--- src/rtl/pin_evt_pkg.sv ---
package pin_evt_pkg;

    localparam int WORD_W   = 32;
    localparam int FLAG_BIT = 24;
    localparam int SEL_LSB  = 16;
    localparam int SEL_W    = 4;
    localparam int STORE_W  = 16;

    typedef enum logic [1:0] {
        ROUTE_OFF,
        ROUTE_DMA,
        ROUTE_IRQ
    } route_e;

    typedef enum logic [1:0] {
        TRIG_LOW,
        TRIG_RISE,
        TRIG_FALL,
        TRIG_ANY
    } trig_e;

    typedef struct packed {
        route_e route;
        trig_e  trig;
    } evt_sel_t;

    typedef struct packed {
        logic lvl;
        logic rise;
        logic fall;
    } pin_obs_t;

    function automatic evt_sel_t decode_sel(input logic [SEL_W-1:0] code);
        evt_sel_t d;
        d.route = ROUTE_OFF;
        d.trig  = TRIG_LOW;
        case (code)
            4'b0001: begin d.route = ROUTE_DMA; d.trig = TRIG_RISE; end
            4'b0010: begin d.route = ROUTE_DMA; d.trig = TRIG_FALL; end
            4'b0011: begin d.route = ROUTE_DMA; d.trig = TRIG_ANY;  end
            4'b1000: begin d.route = ROUTE_IRQ; d.trig = TRIG_LOW;  end
            4'b1001: begin d.route = ROUTE_IRQ; d.trig = TRIG_RISE; end
            4'b1010: begin d.route = ROUTE_IRQ; d.trig = TRIG_FALL; end
            4'b1011: begin d.route = ROUTE_IRQ; d.trig = TRIG_ANY;  end
            default: begin d.route = ROUTE_OFF; d.trig = TRIG_LOW;  end
        endcase
        return d;
    endfunction

    function automatic logic trig_hit(input trig_e t, input pin_obs_t o);
        case (t)
            TRIG_LOW:  return !o.lvl;
            TRIG_RISE: return o.rise;
            TRIG_FALL: return o.fall;
            default:   return o.rise | o.fall;
        endcase
    endfunction

endpackage

--- src/rtl/pin_sync.sv ---
module pin_sync
    import pin_evt_pkg::*;
#(
    parameter int NUM_PINS = 32
) (
    input  logic                      clk,
    input  logic                      rst,
    input  logic [NUM_PINS-1:0]       pin_raw,
    output pin_obs_t [NUM_PINS-1:0]   obs
);

    logic [NUM_PINS-1:0] stage1, stage2, prev;

    always_ff @(posedge clk) begin
        if (rst) begin
            stage1 <= '0;
            stage2 <= '0;
            prev   <= '0;
        end else begin
            stage1 <= pin_raw;
            stage2 <= stage1;
            prev   <= stage2;
        end
    end

    for (genvar g = 0; g < NUM_PINS; g++) begin : g_obs
        assign obs[g].lvl  = stage2[g];
        assign obs[g].rise = stage2[g] & ~prev[g];
        assign obs[g].fall = ~stage2[g] & prev[g];

        // a new level in the second stage differs from the one-cycle-old copy
        p_edge_from_stage_r10: assert property (@(posedge clk) disable iff (rst)
            (stage2[g] != stage1[g]) |=> (obs[g].rise | obs[g].fall));
    end

endmodule

--- src/rtl/pin_evt_cell.sv ---
module pin_evt_cell
    import pin_evt_pkg::*;
(
    input  logic              clk,
    input  logic              rst,
    input  pin_obs_t          obs,
    input  logic              wr_sel,
    input  logic [WORD_W-1:0] wdata,
    input  logic              dma_done,
    output logic [WORD_W-1:0] rdata,
    output logic              irq_flag,
    output logic              dma_flag
);

    logic [SEL_W-1:0]   sel_q;
    logic [STORE_W-1:0] store_q;
    logic               flag_q;
    evt_sel_t           dec;
    logic               evt, w1c, dma_clr, flag_d;
    logic               unused_wbits;

    assign unused_wbits = ^{wdata[WORD_W-1:FLAG_BIT+1],
                            wdata[FLAG_BIT-1:SEL_LSB+SEL_W]};

    assign dec     = decode_sel(sel_q);
    assign evt     = (dec.route != ROUTE_OFF) && trig_hit(dec.trig, obs);
    assign w1c     = wr_sel && wdata[FLAG_BIT];
    assign dma_clr = (dec.route == ROUTE_DMA) && dma_done;
    assign flag_d  = evt | (flag_q & ~(w1c | dma_clr));

    always_ff @(posedge clk) begin
        if (rst) begin
            sel_q   <= '0;
            store_q <= '0;
            flag_q  <= 1'b0;
        end else begin
            flag_q <= flag_d;
            if (wr_sel) begin
                sel_q   <= wdata[SEL_LSB +: SEL_W];
                store_q <= wdata[STORE_W-1:0];
            end
        end
    end

    always_comb begin
        rdata                     = '0;
        rdata[FLAG_BIT]           = flag_q;
        rdata[SEL_LSB +: SEL_W]   = sel_q;
        rdata[STORE_W-1:0]        = store_q;
    end

    assign irq_flag = flag_q && (dec.route == ROUTE_IRQ);
    assign dma_flag = flag_q && (dec.route == ROUTE_DMA);

    p_set_wins_r9: assert property (@(posedge clk) disable iff (rst)
        evt |=> flag_q);
    p_w1c_clears_r5: assert property (@(posedge clk) disable iff (rst)
        (w1c && !evt) |=> !flag_q);
    p_w0_keeps_r5: assert property (@(posedge clk) disable iff (rst)
        (wr_sel && !wdata[FLAG_BIT] && flag_q && !dma_clr) |=> flag_q);
    p_dma_clears_r6: assert property (@(posedge clk) disable iff (rst)
        (dma_clr && !evt) |=> !flag_q);
    p_dma_ignored_r7: assert property (@(posedge clk) disable iff (rst)
        (flag_q && dma_done && dec.route == ROUTE_IRQ && !w1c) |=> flag_q);
    p_off_quiet_r8: assert property (@(posedge clk) disable iff (rst)
        (dec.route == ROUTE_OFF && !flag_q) |=> !flag_q);
    p_level_low_r4: assert property (@(posedge clk) disable iff (rst)
        (dec.route == ROUTE_IRQ && dec.trig == TRIG_LOW && !obs.lvl) |=> flag_q);

endmodule

--- src/rtl/pin_evt_ctrl.sv ---
module pin_evt_ctrl
    import pin_evt_pkg::*;
#(
    parameter int NUM_PINS = 32,
    localparam int IDX_W  = $clog2(NUM_PINS),
    localparam int ADDR_W = IDX_W + 2
) (
    input  logic                clk,
    input  logic                rst,
    input  logic [NUM_PINS-1:0] pin_in,
    input  logic [ADDR_W-1:0]   bus_addr,
    input  logic                bus_we,
    input  logic [WORD_W-1:0]   bus_wdata,
    output logic [WORD_W-1:0]   bus_rdata,
    input  logic [NUM_PINS-1:0] dma_done,
    output logic                irq,
    output logic [NUM_PINS-1:0] dma_req
);

    pin_obs_t [NUM_PINS-1:0] obs;
    logic [WORD_W-1:0]       cell_rd [NUM_PINS];
    logic [NUM_PINS-1:0]     irq_flags;
    logic [IDX_W-1:0]        idx;
    logic                    unused_lsb;

    assign idx        = bus_addr[ADDR_W-1:2];
    assign unused_lsb = ^bus_addr[1:0];

    pin_sync #(.NUM_PINS(NUM_PINS)) u_sync (
        .clk     (clk),
        .rst     (rst),
        .pin_raw (pin_in),
        .obs     (obs)
    );

    for (genvar i = 0; i < NUM_PINS; i++) begin : g_cell
        pin_evt_cell u_cell (
            .clk      (clk),
            .rst      (rst),
            .obs      (obs[i]),
            .wr_sel   (bus_we && (idx == IDX_W'(i))),
            .wdata    (bus_wdata),
            .dma_done (dma_done[i]),
            .rdata    (cell_rd[i]),
            .irq_flag (irq_flags[i]),
            .dma_flag (dma_req[i])
        );
    end

    assign bus_rdata = cell_rd[idx];
    assign irq       = |irq_flags;

    p_rsvd_zero_r2: assert property (@(posedge clk) disable iff (rst)
        (bus_rdata[31:25] == '0) && (bus_rdata[23:20] == '0));
    p_route_excl_r6: assert property (@(posedge clk) disable iff (rst)
        (irq_flags & dma_req) == '0);

endmodule

--- config.mk ---
export PLATFORM = sky130hd
export DESIGN_NAME = pin_evt_ctrl
export DESIGN_NICKNAME = d
export VERILOG_FILES = /design/src/rtl/pin_evt_pkg.sv /design/src/rtl/pin_sync.sv /design/src/rtl/pin_evt_cell.sv /design/src/rtl/pin_evt_ctrl.sv
export SDC_FILE = /design/constraint.sdc
export NUM_CORES = 2
export LEC_CHECK = 0
export BUFFER_PORTS_ARGS = -buffer_cell sky130_fd_sc_hd__buf_2
export CAP_MARGIN = 20
export CORE_MARGIN = 10
export CORE_UTILIZATION = 50
export CTS_CLUSTER_DIAMETER = 60
export CTS_CLUSTER_SIZE = 25
export DETAILED_ROUTE_END_ITERATION = 7
export HOLD_SLACK_MARGIN = 0.06
export PLACE_DENSITY = 0.77
export SLEW_MARGIN = 20
export SYNTH_ARGS = -nofsm -noshare
export SYNTH_HDL_FRONTEND = slang
export SYNTH_SLANG_ARGS = --single-unit
--- constraint.sdc ---
create_clock -name clk -period 5.31 [get_ports clk]
set_input_delay 1.062 -clock clk [delete_from_list [all_inputs] [get_ports clk]]
set_output_delay 1.062 -clock clk [all_outputs]
set_load 0.02 [all_outputs]
==> reports/results.txt <==
The flow ran to the end, and the final reports show no timing, DRC or antenna violations. First-pass detailed-route iteration total: 6. STA classifies the critical path endpoint as a primary output. Final wirelength: 110 mm. For the worst path required time, the log shows 4250 ps. The routed design could run at a clock period as short as 4770 ps. The complex-gate fraction of the synthesized area came out at 14.3%. For the final-report hold violation count, the log shows 0. The tools report the placement row count as 96.

For this configuration, the core starts out at a cell density of 50.6%. The most instantiated flip-flop cell in the synthesis netlist was dfxtp_1. Final total negative setup slack: 0 ps. After synthesis the cells add up to 34,800 um^2. The horizontal die dimension was 284 um; the via count of the first global-routing pass was 29.1k. Routing layer with the top usage in global route: met2.

The worst setup path is launched from a primary input. For met2 alone, demand over resource in global routing was 41.3%. Input and output buffers added on the ports amount to 146.

The final setup violation count is 0, and the arithmetic-cell share of the synthesized area counting full adders, half adders and majority gates is 2.30%. TritonCTS built the clock tree. The count of hold-fix buffers inserted at cts was 0; the number of H-tree branching levels was 2. The fraction of synthesized cell area in xor and xnor cells is 0%, and the area share of the leading cell type in the synthesized netlist is 44.2%. The sequential cells in the finished layout cover a total of 15,400 um^2.

The synthesized netlist contains 51 unique library cells. At the later pin of the worst-skew pair, clock insertion delay measures 650 ps. The wire-length estimate of the detail-placed layout is 72.7 mm. After synthesis, the largest family of logic cells by area is simple AND/OR/NAND/NOR gates. Dividing the final minimum period by the clock period gives 89.8%. The run gives 3710 ps as the worst endpoint data arrival time. For this run, the total global-route usage over all layers was measured as 26.2%.

The tools report the last weighted congestion value of the routability-driven placer as 0.942. The number of warnings printed during yosys synthesis is 0, and the area growth from synthesis to final layout is 8.60%. After filler insertion, the fill cell instance count of the layout stands at 6,203.

The synthesized area per cell was 8.10 um^2; the peak supply drop was 318 uV. The overflow left after global routing came out at 0. Max-cap violations in this run came to 0. The total number of nets in the final design is 4,377. For this run, global-route usage on met1 was measured as 32.9%.

Entering global routing, the biggest net connects 126 pins. The worst setup path is of the in -> out kind. The synthesized netlist devotes 21.9% of its cell area to simple gates.

The full die area is 80,400 um^2, and the number of sinks driven by the clock tree is 768. The logs give 168 mm for the first-pass GRT wire length and 0 for the number of resized instances in the post-cts repair step. The total area inside the core boundary comes to 68,700 um^2. Of all nets on the critical path, the largest fanout is 38. Average via count per standard cell: 5.97. The class of the worst hold path is reg -> reg.

Before CTS, the worst setup slack after placement is 623 ps. In this run the count of I/O pins placed on the die edge is 171. The number of max-slew violations in the final report is 0, and the power density over cell area is 300 nW/um^2.

The tools report the achievable clock frequency as 210 MHz. The remaining design rule violation count came out at 0. The remaining antenna violation count after routing was 0; the number of design-rule violations left by the first detailed-router iteration was 4,263. The synthesized flop and latch total was 768. Library cell used as clock root buffer: clkbuf_16. The tools report the met3 routing resource usage after global routing as 5.35%.

In the post-synthesis netlist, the biggest area contributors are dfxtp_1 44%, nand2_1 16%, a21oi_1 9.3%. Setup repair after global routing left no endpoint under its margin. The clock tree skew after final layout was 58.9 ps. The worst-case headroom to the max-slew limit is 16.0%, and the buffer count from post-CTS setup fixing is 0. The number of enable-type register cells in the synthesized netlist was 0. The clock passes through at most 3 buffers.

The portion of synthesized area spent on multiplexers is 11.4%. The routed via count is 30.9k. The post-synthesis async set-or-reset flop share was 0%; the number of instances in the synthesized netlist was 4,291.

The most common cell in the synthesized netlist is nand2_1. The library cell with the largest summed area after synthesis was dfxtp_1. After clock tree synthesis, the clock-pin slew on the worst setup and hold paths is 100 ps.

The CTS buffer count was 52. In the synthesized netlist, the cells that appear most often are 1,442 x nand2_1, 768 x dfxtp_1, 649 x a21oi_1. The transition time of the tightest slew-check pin is 1260 ps.

Summed over all cells, the static leakage comes to 0.0129 uW. For this run, the register share of the synthesized area comes to 44.2%. Once routing completed, OpenROAD measured the worst setup slack at 542 ps. Summing all multi-input logic gate instances after layout gives 17,400 um^2.

The detail-routed net length per standard cell was 21.2 um. The number of antenna violations at the first check in global routing came out at 3. The die is 284 um tall.

Cells with a size suffix above 1 make up 11.3% of the layout.
cells by family after synthesis:
kind of cell             Yosys count
AO/OA/AOI/OAI                    885
adder cells (fa/ha/maj)           64
buffers and inverters            459
flip-flops                       768
multiplexers                     259
other                              1
AND/OR/NAND/NOR                 1855
registers in the layout, summed over array words and instances, names as in the netlist:
register and flops:
g_cell.u_cell.flag_q 32, u_sync.prev 32, u_sync.stage2 32, u_sync.stage1 32
g_cell.u_cell.sel_q 128, g_cell.u_cell.store_q 512
layer usage:
metal | vias up | routed length [um]
met3 | 328 | 12400
met1 | 14700 | 41300
li1 | 14200 | -
met4 | 0 | 6710
met5 | - | 0
met2 | 1726 | 49500
worst max-delay path, stage by stage:
cell	delay [ps]
buf_6	410
buf_4	310
mux4_2	540
mux2_2	340
a221oi_1	610
nor2_1	170
buf_2	210
worst paths after layout:
| kind | start | end | slack [ps] | depth (start not counted) |
|---|---|---|---|---|
| max | bus_addr[2] | bus_rdata[3] | 540 | 7 |
| min | u_sync.stage1[24] | u_sync.stage2[24] | 430 | 1 |
| max reg2reg | u_sync.prev[16] | g_cell[16].u_cell.flag_q | 3910 | 7 |
| min reg2reg | u_sync.stage1[24] | u_sync.stage2[24] | 430 | 1 |
cell type report:
| type | count | share of cell area (%) |
|---|---|---|
| timing repair buffer | 245 | 4.31 |
| antenna | 4 | 0.0265 |
| inverter | 66 | 0.656 |
| clock inverter | 37 | 1.54 |
| multi-input combinational | 3074 | 46.0 |
| clock buffer | 57 | 3.63 |
| tap | 931 | 3.09 |
| sequential | 768 | 40.7 |
where the power goes:
group / switching (uW) / internal [uW]
Sequential: 44.2 / 5820
Clock: 2390 / 2300
Combinational: 540 / 227
through the flow:
stage                     std cells  area (um^2)  hold slack [ps]  power, uW  util, %
after floorplan                4301        34800              414       6480        -
after global placement         5084        35800              416       6730     52.1
after detailed placement       5084        35800              420       6740     52.1
after CTS                      5178        37700              436      11300     54.9
after global routing           5179        37700              457      11600     54.9
final                          5182        37700              427      11300     54.9
placed cells by master (no fill, tap or decap), types with 33 or more instances in the layout:
| master | n |
|---|---|
| a211oi_1 | 65 |
| a21oi_1 | 649 |
| and2_1 | 33 |
| buf_2 | 143 |
| buf_4 | 89 |
| clkbuf_16 | 53 |
| dfxtp_1 | 768 |
| ha_1 | 64 |
| inv_1 | 65 |
| mux2i_1 | 133 |
| mux4_2 | 108 |
| nand2_1 | 1442 |
| nor2_1 | 181 |
| nor2b_1 | 67 |
| nor3_1 | 35 |
| o21ai_0 | 39 |
| o22ai_1 | 39 |
(Power assumes the default switching activity.)
